**src/rtl/acc_alu.sv**
```systemverilog
module acc_alu (
  input  logic [7:0] acc_in,
  input  logic [7:0] opnd_in,
  input  logic [7:0] flag_in,
  input  logic [3:0] op_code,
  output logic [7:0] res_out,
  output logic [7:0] flag_out,
  output logic [7:0] flag_we
);
  localparam int FS = 7, FZ = 6, FY = 5, FH = 4, FX = 3, FV = 2, FN = 1, FC = 0;
  localparam logic [3:0] OP_ADD = 4'd0, OP_ADC = 4'd1, OP_SUB = 4'd2, OP_SBC = 4'd3,
                         OP_AND = 4'd4, OP_XOR = 4'd5, OP_OR  = 4'd6, OP_CP  = 4'd7,
                         OP_INC = 4'd8, OP_DEC = 4'd9, OP_NEG = 4'd10, OP_DAA = 4'd11,
                         OP_CPL = 4'd12, OP_SCF = 4'd13, OP_CCF = 4'd14;

  logic       cy;
  logic       is_sub;
  logic       cin;
  logic [8:0] sum9;
  logic [7:0] hx;
  logic       ov_add, ov_sub;
  logic [7:0] neg_r;
  logic       lo_fix, hi_fix;
  logic [7:0] daa_adj, daa_r;

  assign cy     = flag_in[FC];
  assign is_sub = (op_code == OP_SUB) || (op_code == OP_SBC) || (op_code == OP_CP);
  assign cin    = ((op_code == OP_ADC) || (op_code == OP_SBC)) && cy;
  assign sum9   = is_sub ? ({1'b0, acc_in} - {1'b0, opnd_in} - {8'd0, cin})
                         : ({1'b0, acc_in} + {1'b0, opnd_in} + {8'd0, cin});
  assign hx     = acc_in ^ opnd_in ^ sum9[7:0];
  assign ov_add = (acc_in[7] == opnd_in[7]) && (sum9[7] != acc_in[7]);
  assign ov_sub = (acc_in[7] != opnd_in[7]) && (sum9[7] != acc_in[7]);
  assign neg_r  = 8'd0 - acc_in;

  assign lo_fix  = flag_in[FH] || (acc_in[3:0] > 4'd9);
  assign hi_fix  = cy || (acc_in > 8'h99);
  assign daa_adj = {1'b0, hi_fix, hi_fix, 1'b0, 1'b0, lo_fix, lo_fix, 1'b0};
  assign daa_r   = flag_in[FN] ? (acc_in - daa_adj) : (acc_in + daa_adj);

  logic [7:0] r, f, we;
  logic       szxy, xy_only;

  always_comb begin
    r = acc_in;
    f = flag_in;
    we = 8'h00;
    szxy = 1'b0;
    xy_only = 1'b0;
    case (op_code)
      OP_ADD, OP_ADC: begin
        r = sum9[7:0];
        f[FH] = hx[4]; f[FV] = ov_add; f[FN] = 1'b0; f[FC] = sum9[8];
        we = 8'hFF; szxy = 1'b1;
      end
      OP_SUB, OP_SBC: begin
        r = sum9[7:0];
        f[FH] = hx[4]; f[FV] = ov_sub; f[FN] = 1'b1; f[FC] = sum9[8];
        we = 8'hFF; szxy = 1'b1;
      end
      OP_CP: begin
        f[FS] = sum9[7]; f[FZ] = (sum9[7:0] == 8'd0);
        f[FY] = opnd_in[5]; f[FX] = opnd_in[3];
        f[FH] = hx[4]; f[FV] = ov_sub; f[FN] = 1'b1; f[FC] = sum9[8];
        we = 8'hFF;
      end
      OP_AND, OP_XOR, OP_OR: begin
        r = (op_code == OP_AND) ? (acc_in & opnd_in)
          : (op_code == OP_XOR) ? (acc_in ^ opnd_in) : (acc_in | opnd_in);
        f[FH] = (op_code == OP_AND); f[FN] = 1'b0; f[FC] = 1'b0; f[FV] = ~^r;
        we = 8'hFF; szxy = 1'b1;
      end
      OP_INC: begin
        r = acc_in + 8'd1;
        f[FN] = 1'b0; f[FV] = (r == 8'h80); f[FH] = (r[3:0] == 4'd0);
        we = 8'hFE; szxy = 1'b1;
      end
      OP_DEC: begin
        r = acc_in - 8'd1;
        f[FN] = 1'b1; f[FV] = (r == 8'h7F); f[FH] = (acc_in[3:0] == 4'd0);
        we = 8'hFE; szxy = 1'b1;
      end
      OP_NEG: begin
        r = neg_r;
        f[FV] = (acc_in == 8'h80); f[FC] = (acc_in != 8'd0); f[FN] = 1'b1;
        f[FH] = acc_in[4] ^ neg_r[4];
        we = 8'hFF; szxy = 1'b1;
      end
      OP_DAA: begin
        r = daa_r;
        f[FC] = hi_fix && (cy || (acc_in > 8'h99));
        f[FH] = acc_in[4] ^ daa_r[4]; f[FV] = ~^daa_r;
        we = 8'hFD; szxy = 1'b1;
      end
      OP_CPL: begin
        r = ~acc_in;
        f[FH] = 1'b1; f[FN] = 1'b1;
        we = 8'h3A; xy_only = 1'b1;
      end
      OP_SCF: begin
        f[FC] = 1'b1; f[FH] = 1'b0; f[FN] = 1'b0;
        we = 8'h3B; xy_only = 1'b1;
      end
      OP_CCF: begin
        f[FH] = cy; f[FC] = ~cy; f[FN] = 1'b0;
        we = 8'h3B; xy_only = 1'b1;
      end
      default: ;
    endcase
    if (szxy) begin
      f[FS] = r[7];
      f[FZ] = (r == 8'd0);
    end
    if (szxy || xy_only) begin
      f[FY] = r[5];
      f[FX] = r[3];
    end
  end

  assign res_out  = r;
  assign flag_out = f;
  assign flag_we  = we;
endmodule

```
**config.mk**
```make
export PLATFORM = sky130hd
export DESIGN_NAME = acc_alu
export DESIGN_NICKNAME = d
export VERILOG_FILES = /design/src/rtl/acc_alu.sv
export SDC_FILE = /design/constraint.sdc
export NUM_CORES = 1
export LEC_CHECK = 0
export CORE_MARGIN = 2
export CORE_UTILIZATION = 58
export DETAILED_ROUTE_END_ITERATION = 8
export GPL_TIMING_DRIVEN = 1
export PLACE_DENSITY = 0.85
export SLEW_MARGIN = 20
export SYNTH_ARGS = -nofsm -noshare
export SYNTH_HDL_FRONTEND = slang
export SYNTH_SLANG_ARGS = --single-unit
```
**constraint.sdc**
```tcl
create_clock -name vclk -period 10.4
set_input_delay 3.12 -clock vclk [all_inputs]
set_output_delay 3.12 -clock vclk [all_outputs]
set_load 0.02 [all_outputs]
```
==> out/metrics.csv, run 1 <==
stage,metric,value,unit
run_status,status,finished clean,
sta,slew_violations,0,
route,first_pass_iters,7,
logic_synthesis,seq_area_frac_synth,0,
grt,grt_pass1_wl,19440,um
place,dp_hpwl,9600,um
power,p_seq_frac,0,
logic_synthesis,synth_nets,555,
worst_setup_path,path_max_fanout,4,
worst_setup_path,crit_arrival,7070,ps
logic_synthesis,synth_top_family_by_area,compound AO/OA/AOI/OAI gates,
route,drt_iter0_drc,612,
worst_setup_path,crit_start,acc_in[1],
worst_setup_path,crit_path_end_kind,output port,
final_layout,regArea,0,um2
final_layout,clock_buffers,0,
route,ant_nets,0,
logic_synthesis,synth_fa_ha_area_frac,0.1884,
power,power_density,69.14,mW/mm2
sta,hold_viol,0,
logic_synthesis,synth_xor_xnor_area_share,0.08185,
power,p_leak,1.731,nW
job,maxCapViolations,0,
sta,tightest_slew,945.1,ps
route,drcViolationCount,0,
final_layout,fillerInstances,489,
final_layout,nFlopsAndLatches,0,
die,initial_core_util,0.5914,
logic_synthesis,yosys.area_share.simple,0.2594,
power,p_comb_frac,1.000,
sta,final-setup-viol-count,0,
grt,grt_pass1_vias,3798,
worst_setup_path,crit_path_end,res_out[7],
sta,layout_min_cycle_time,10190,ps
logic_synthesis,synth_compound_area_frac,0.2885,
worst_setup_path,required,7280,ps
die,fp.dieH,81.01,um
worst_setup_path,critical_path_class,in -> out,
sta,relSlewSlack,0.3651,
die,placementRows,28,
final_layout,area_delta_synth_final,17.97,%
die,die_w,81.01,um
logic_synthesis,synth_common_cells,"ha_1 (43), inv_1 (42), a21oi_1 (27)",
hold_path,min_path_type,in -> out,
logic_synthesis,synth.most_common_cell,ha_1,
power,p_sw,0.0001554,W
power,power,0.0002805,W
final_layout,multiInputGateArea,0.003060,mm2
power,internal_power,0.0001251,W
power,switching_share,0.5539,
worst_setup_path,start_kind,input port,
logic_synthesis,synth_area,0.003440,mm2
logic_synthesis,synth_top_area_frac,0.1564,
final_layout,drive_gt1_frac,0.09387,
final_layout,stdcell_count,597,
route,wl_per_cell,20.70,um
die,ios,52,
logic_synthesis,avgSynthCellArea,7.181,um2
place,place_inst,597,
final_layout,diodes,0,
sta,fmax,0.09816,GHz
logic_synthesis,synth_mux_area_frac,0.06730,
die,core_area,0.005816,mm2
logic_synthesis,synth_area_leader_cell,ha_1,
power,irDropWorstVdd,40.27,uV
sta,rsz0062_at_grt,no,
grt,grt_use_total,0.3776,
logic_synthesis,synth_cell_types,73,
place,numPortBuffers,52,
grt,antenna_found_initial,0,
logic_synthesis,synth_cells,479,
power,p_clk_frac,0,
route,drt-total-wl,12360,um
grt,grt_max_degree,34,
route,vias,4128,
final_layout,fin_nets,600,
grt,overflow,0,
place,gp_routability_congestion,1.073,
logic_synthesis,yosys_warnings,0,
sta,finalCritPeriodShare,0.9796,
route,vias_per_cell,6.915,
logic_synthesis,netlist_top_cells_area,"ha_1 (16%), mux2i_1 (6.4%), xnor2_1 (5.6%)",
die,dieArea,0.006563,mm2
==> repair_timing <==
item                                    CTS  global route
gates cloned                              0             0
hold endpoints to repair                  0             0
gates resized for setup                   3             7
endpoints found under the setup margin    3             3
setup buffers                             0             0
hold buffers                              0             0
==> stage by stage <==
step | setup slack (ps) | TNS (ps) | hold slack [ps] | area, um2 | utilization
5_1_grt | 13.36 | 0 | 7040 | 4058 | 0.6977
2_1_floorplan | 996.2 | 0 | 6465 | 3440 | -
3_3_place_gp | 40.08 | 0 | 7341 | 4035 | 0.6938
3_5_place_dp | -176.4 | -266.6 | 7336 | 4035 | 0.6938
6_report | 212.6 | 0 | 7007 | 4058 | 0.6977
4_1_cts | 1.770 | 0 | 7343 | 4039 | 0.6945
==> worst min path at each step <==
stage / cells after the start / to / startpoint / slack, ps
after floorplan: 1 / flag_out[2] / flag_in[2] / 6470
after global placement: 3 / flag_out[2] / flag_in[2] / 7340
after detailed placement: 3 / flag_out[2] / flag_in[2] / 7340
after CTS: 3 / flag_out[2] / flag_in[2] / 7340
after global routing: 3 / flag_out[2] / flag_in[2] / 7040
final: 3 / flag_out[2] / flag_in[2] / 7010
==> cell families after synthesis <==
group           after synthesis
fa+ha+maj                    49
xor+xnor                     29
compound gates              140
mux                          23
buf+inv                      81
simple gates                157
==> layout make-up <==
| type | count | share of cell area |
|---|---|---|
| repair buffers | 80 | 0.1819 |
| well taps | 75 | 0.02313 |
| multi-input cells | 398 | 0.7542 |
| inverters | 44 | 0.04070 |
==> worst max-delay path, cell delays in order <==
cell and delay (ps):
clkdlybuf4s50_1 420, inv_1 170, ha_1 210, nor2_1 60, o21ai_1 220, o21ai_1 120
a21oi_2 250, ha_1 270, inv_1 50, o21ai_0 80, ha_1 250, nor4_1 450
a211oi_2 150, buf_4 170, o211a_1 230, a21oi_2 210, clkdlybuf4s50_1 630
==> routing by layer <==
layer,track usage,vias to the layer above,wire length [um]
met5,0,-,0
met2,0.6256,320,5762
li1,-,1858,-
met3,0.04444,71,1362
met1,0.4860,1879,4589
met4,0.1780,0,645
==> placed cells by master (no fill, tap or decap), drive strengths merged, types with 14 or more instances in the layout <==
| cell type | instances |
|---|---|
| a21oi | 29 |
| clkdlybuf4s50 | 49 |
| nand2 | 26 |
| nor2 | 25 |
| buf | 28 |
| nor3 | 18 |
| ha | 43 |
| mux2i | 22 |
| inv | 42 |
| o21ai | 22 |
| nand3 | 14 |
| xnor2 | 22 |
==> power groups by stage <==
stage	logic, W	clock network [W]	registers, W
6_report	0.000281	0	0
2_1_floorplan	0.000184	0	0
3_3_place_gp	0.000261	0	0
4_1_cts	0.000271	0	0
5_1_grt	0.000299	0	0
3_5_place_dp	0.000269	0	0
Power figures use the tool's default switching activity.
==> run 2: changes to the inputs <==
--- a/config.mk
+++ b/config.mk
@@ -5,6 +5,7 @@
 export SDC_FILE = /design/constraint.sdc
 export NUM_CORES = 1
 export LEC_CHECK = 0
+export CAP_MARGIN = 20
 export CORE_MARGIN = 2
 export CORE_UTILIZATION = 58
 export DETAILED_ROUTE_END_ITERATION = 8
==> results of run 2 <==
Same layout as run 1: the final DEF is identical, and so are final timing and power.
==> run 3: changes to the inputs <==
--- a/config.mk
+++ b/config.mk
@@ -11,6 +11,8 @@
 export DETAILED_ROUTE_END_ITERATION = 8
 export GPL_TIMING_DRIVEN = 1
 export PLACE_DENSITY = 0.85
+export SETUP_SLACK_MARGIN = 0.15
+export SKIP_LAST_GASP = 1
 export SLEW_MARGIN = 20
 export SYNTH_ARGS = -nofsm -noshare
 export SYNTH_HDL_FRONTEND = slang
==> run 3 against run 2 <==
- fmax down 1.1%
- combinational power is essentially flat
- sequential cell count did not move
- via count up 1.3%
- die area unchanged
- worst hold slack gained 31 ps
- total power fell by 0.20%
- largest power group unchanged
- sequential share of layout area unchanged
- largest cell class unchanged
==> out/metrics.csv, run 3 (synthesis gave the netlist of run 1 again) <==
stage,metric,value,unit
place,place_inst,597,
power,p_sw,0.0001557,W
clock_tree,hold_buffers,0,
worst_setup_path,critical_path_buf_inv_count,5,
power,p_comb_frac,1.000,
final_layout,clock_buffers,0,
route,vias_per_cell,7.002,
route,wl_per_cell,20.74,um
route,drt_iter0_drc,707,
route,ant_nets,0,
sta,tns,0,ps
sta,finalCritPeriodShare,0.9908,
clock_tree,post_cts_resized,5,
worst_setup_path,crit_path_max_incr_delay,520,ps
sta,layout_min_cycle_time,10300,ps
worst_setup_path,critical_path_class,in -> out,
power,power,0.0002800,W
die,fp.dieH,81.01,um
grt,grt_max_degree,34,
sta,fmax,0.09705,GHz
sta,tightest_slew,929.5,ps
worst_setup_path,path_max_fanout,5,
power,internal_power,0.0001243,W
grt,grt_pass1_wl,19440,um
sta,final-setup-viol-count,0,
die,core_area,0.005816,mm2
power,p_leak,1.716,nW
final_layout,area_delta_synth_final,17.72,%
final_layout,stdcell_count,597,
place,numPortBuffers,52,
final_layout,fillerInstances,492,
die,placementRows,28,
power,switching_share,0.5560,
sta,slew_violations,0,
die,die_w,81.01,um
run_status,status,finished clean,
grt,antenna_found_initial,0,
worst_setup_path,crit_path_end_kind,output port,
final_layout,nFlopsAndLatches,0,
place,gp_routability_congestion,1.073,
final_layout,fin_nets,600,
final_layout,final_common_cell,clkdlybuf4s50_1,
worst_setup_path,crit_arrival,7180,ps
place,dp_hpwl,9600,um
sta,post-route-worst-setup-slack,95.75,ps
route,drcViolationCount,0,
power,power_density,69.15,mW/mm2
die,initial_core_util,0.5914,
route,drt-total-wl,12380,um
grt,grt_pass1_vias,3799,
die,dieArea,0.006563,mm2
final_layout,regArea,0,um2
route,first_pass_iters,7,
grt,grt_use_total,0.3774,
worst_setup_path,cp_slowest_cell,clkdlybuf4s50_1,
place,preCtsSetupSlack,-176.4,ps
route,vias,4180,
sta,relSlewSlack,0.3755,
sta,rsz0062_at_grt,yes,
job,maxCapViolations,0,
power,irDropWorstVdd,40.39,uV
worst_setup_path,cp_cell_sequence,clkdlybuf4s50_1 > inv_1 > ha_1 > nor2_1 > o21ai_1 > o21ai_1 > a21oi_2 > ha_1 > inv_1 > o21ai_0 > ha_1 > o311ai_1 > o21ai_0 > a211oi_2 > buf_4 > xnor2_1 > mux2_2 > o32a_1 > dlygate4sd2_1,
worst_setup_path,path_delay_family,compound AO/OA/AOI/OAI gates,
clock_tree,cts_setup_buffers,0,
worst_setup_path,start_kind,input port,
grt,overflow,0,
final_layout,layout_common_cells,"clkdlybuf4s50_1 (48), ha_1 (43), inv_1 (42), buf_4 (28)",
sta,hold_viol,0,
worst_setup_path,crit_path_frequent_cell,ha_1,
die,ios,52,
hold_path,min_path_type,in -> out,
final_layout,diodes,0,
power,p_seq_frac,0,
power,p_clk_frac,0,
final_layout,drive_gt1_frac,0.09579,
worst_setup_path,required,7280,ps
==> run 3: routing by layer <==
metal,part of all wire,vias to the layer above,track usage
met5,0,-,0
met4,0.056,0,0.1780
met3,0.11,86,0.04444
met2,0.47,320,0.6256
met1,0.37,1915,0.4854
li1,-,1859,-
==> run 3: final cells by class <==
| class | instances | area, um2 | share of cell area |
|---|---|---|---|
| repair buffers | 80 | 729.5 | 0.1802 |
| inverters | 44 | 165.2 | 0.04079 |
| multi-input cells | 398 | 3060 | 0.7559 |
| well taps | 75 | 93.84 | 0.02318 |
==> run 3: through the flow <==
step                        util  instance area (um2)  hold slack, ps
after CTS                 0.6941                 4036            7122
after global routing      0.6962                 4049            7097
final                     0.6962                 4049            7038
after detailed placement  0.6938                 4035            7336
after floorplan                -                 3440            6465
after global placement    0.6938                 4035            7341
==> run 3: worst paths after layout <==
path | cells after the start | slack (ps) | end | start
setup / recovery | 19 | 100 | flag_out[2] | acc_in[0]
hold / removal | 4 | 7040 | flag_out[7] | flag_in[7]
==> run 3: power by group through the flow <==
| stage | logic, W | clock network, W | registers [W] |
|---|---|---|---|
| 2_1_floorplan | 0.000184 | 0 | 0 |
| 3_3_place_gp | 0.000261 | 0 | 0 |
| 3_5_place_dp | 0.000269 | 0 | 0 |
| 4_1_cts | 0.000270 | 0 | 0 |
| 5_1_grt | 0.000298 | 0 | 0 |
| 6_report | 0.000280 | 0 | 0 |
==> run 3: tightest hold or removal path, stage by stage <==
cell	delay (ps)
clkdlybuf4s50_1	400
nand3_1	80
o221ai_1	100
dlymetal6s2s_1	220
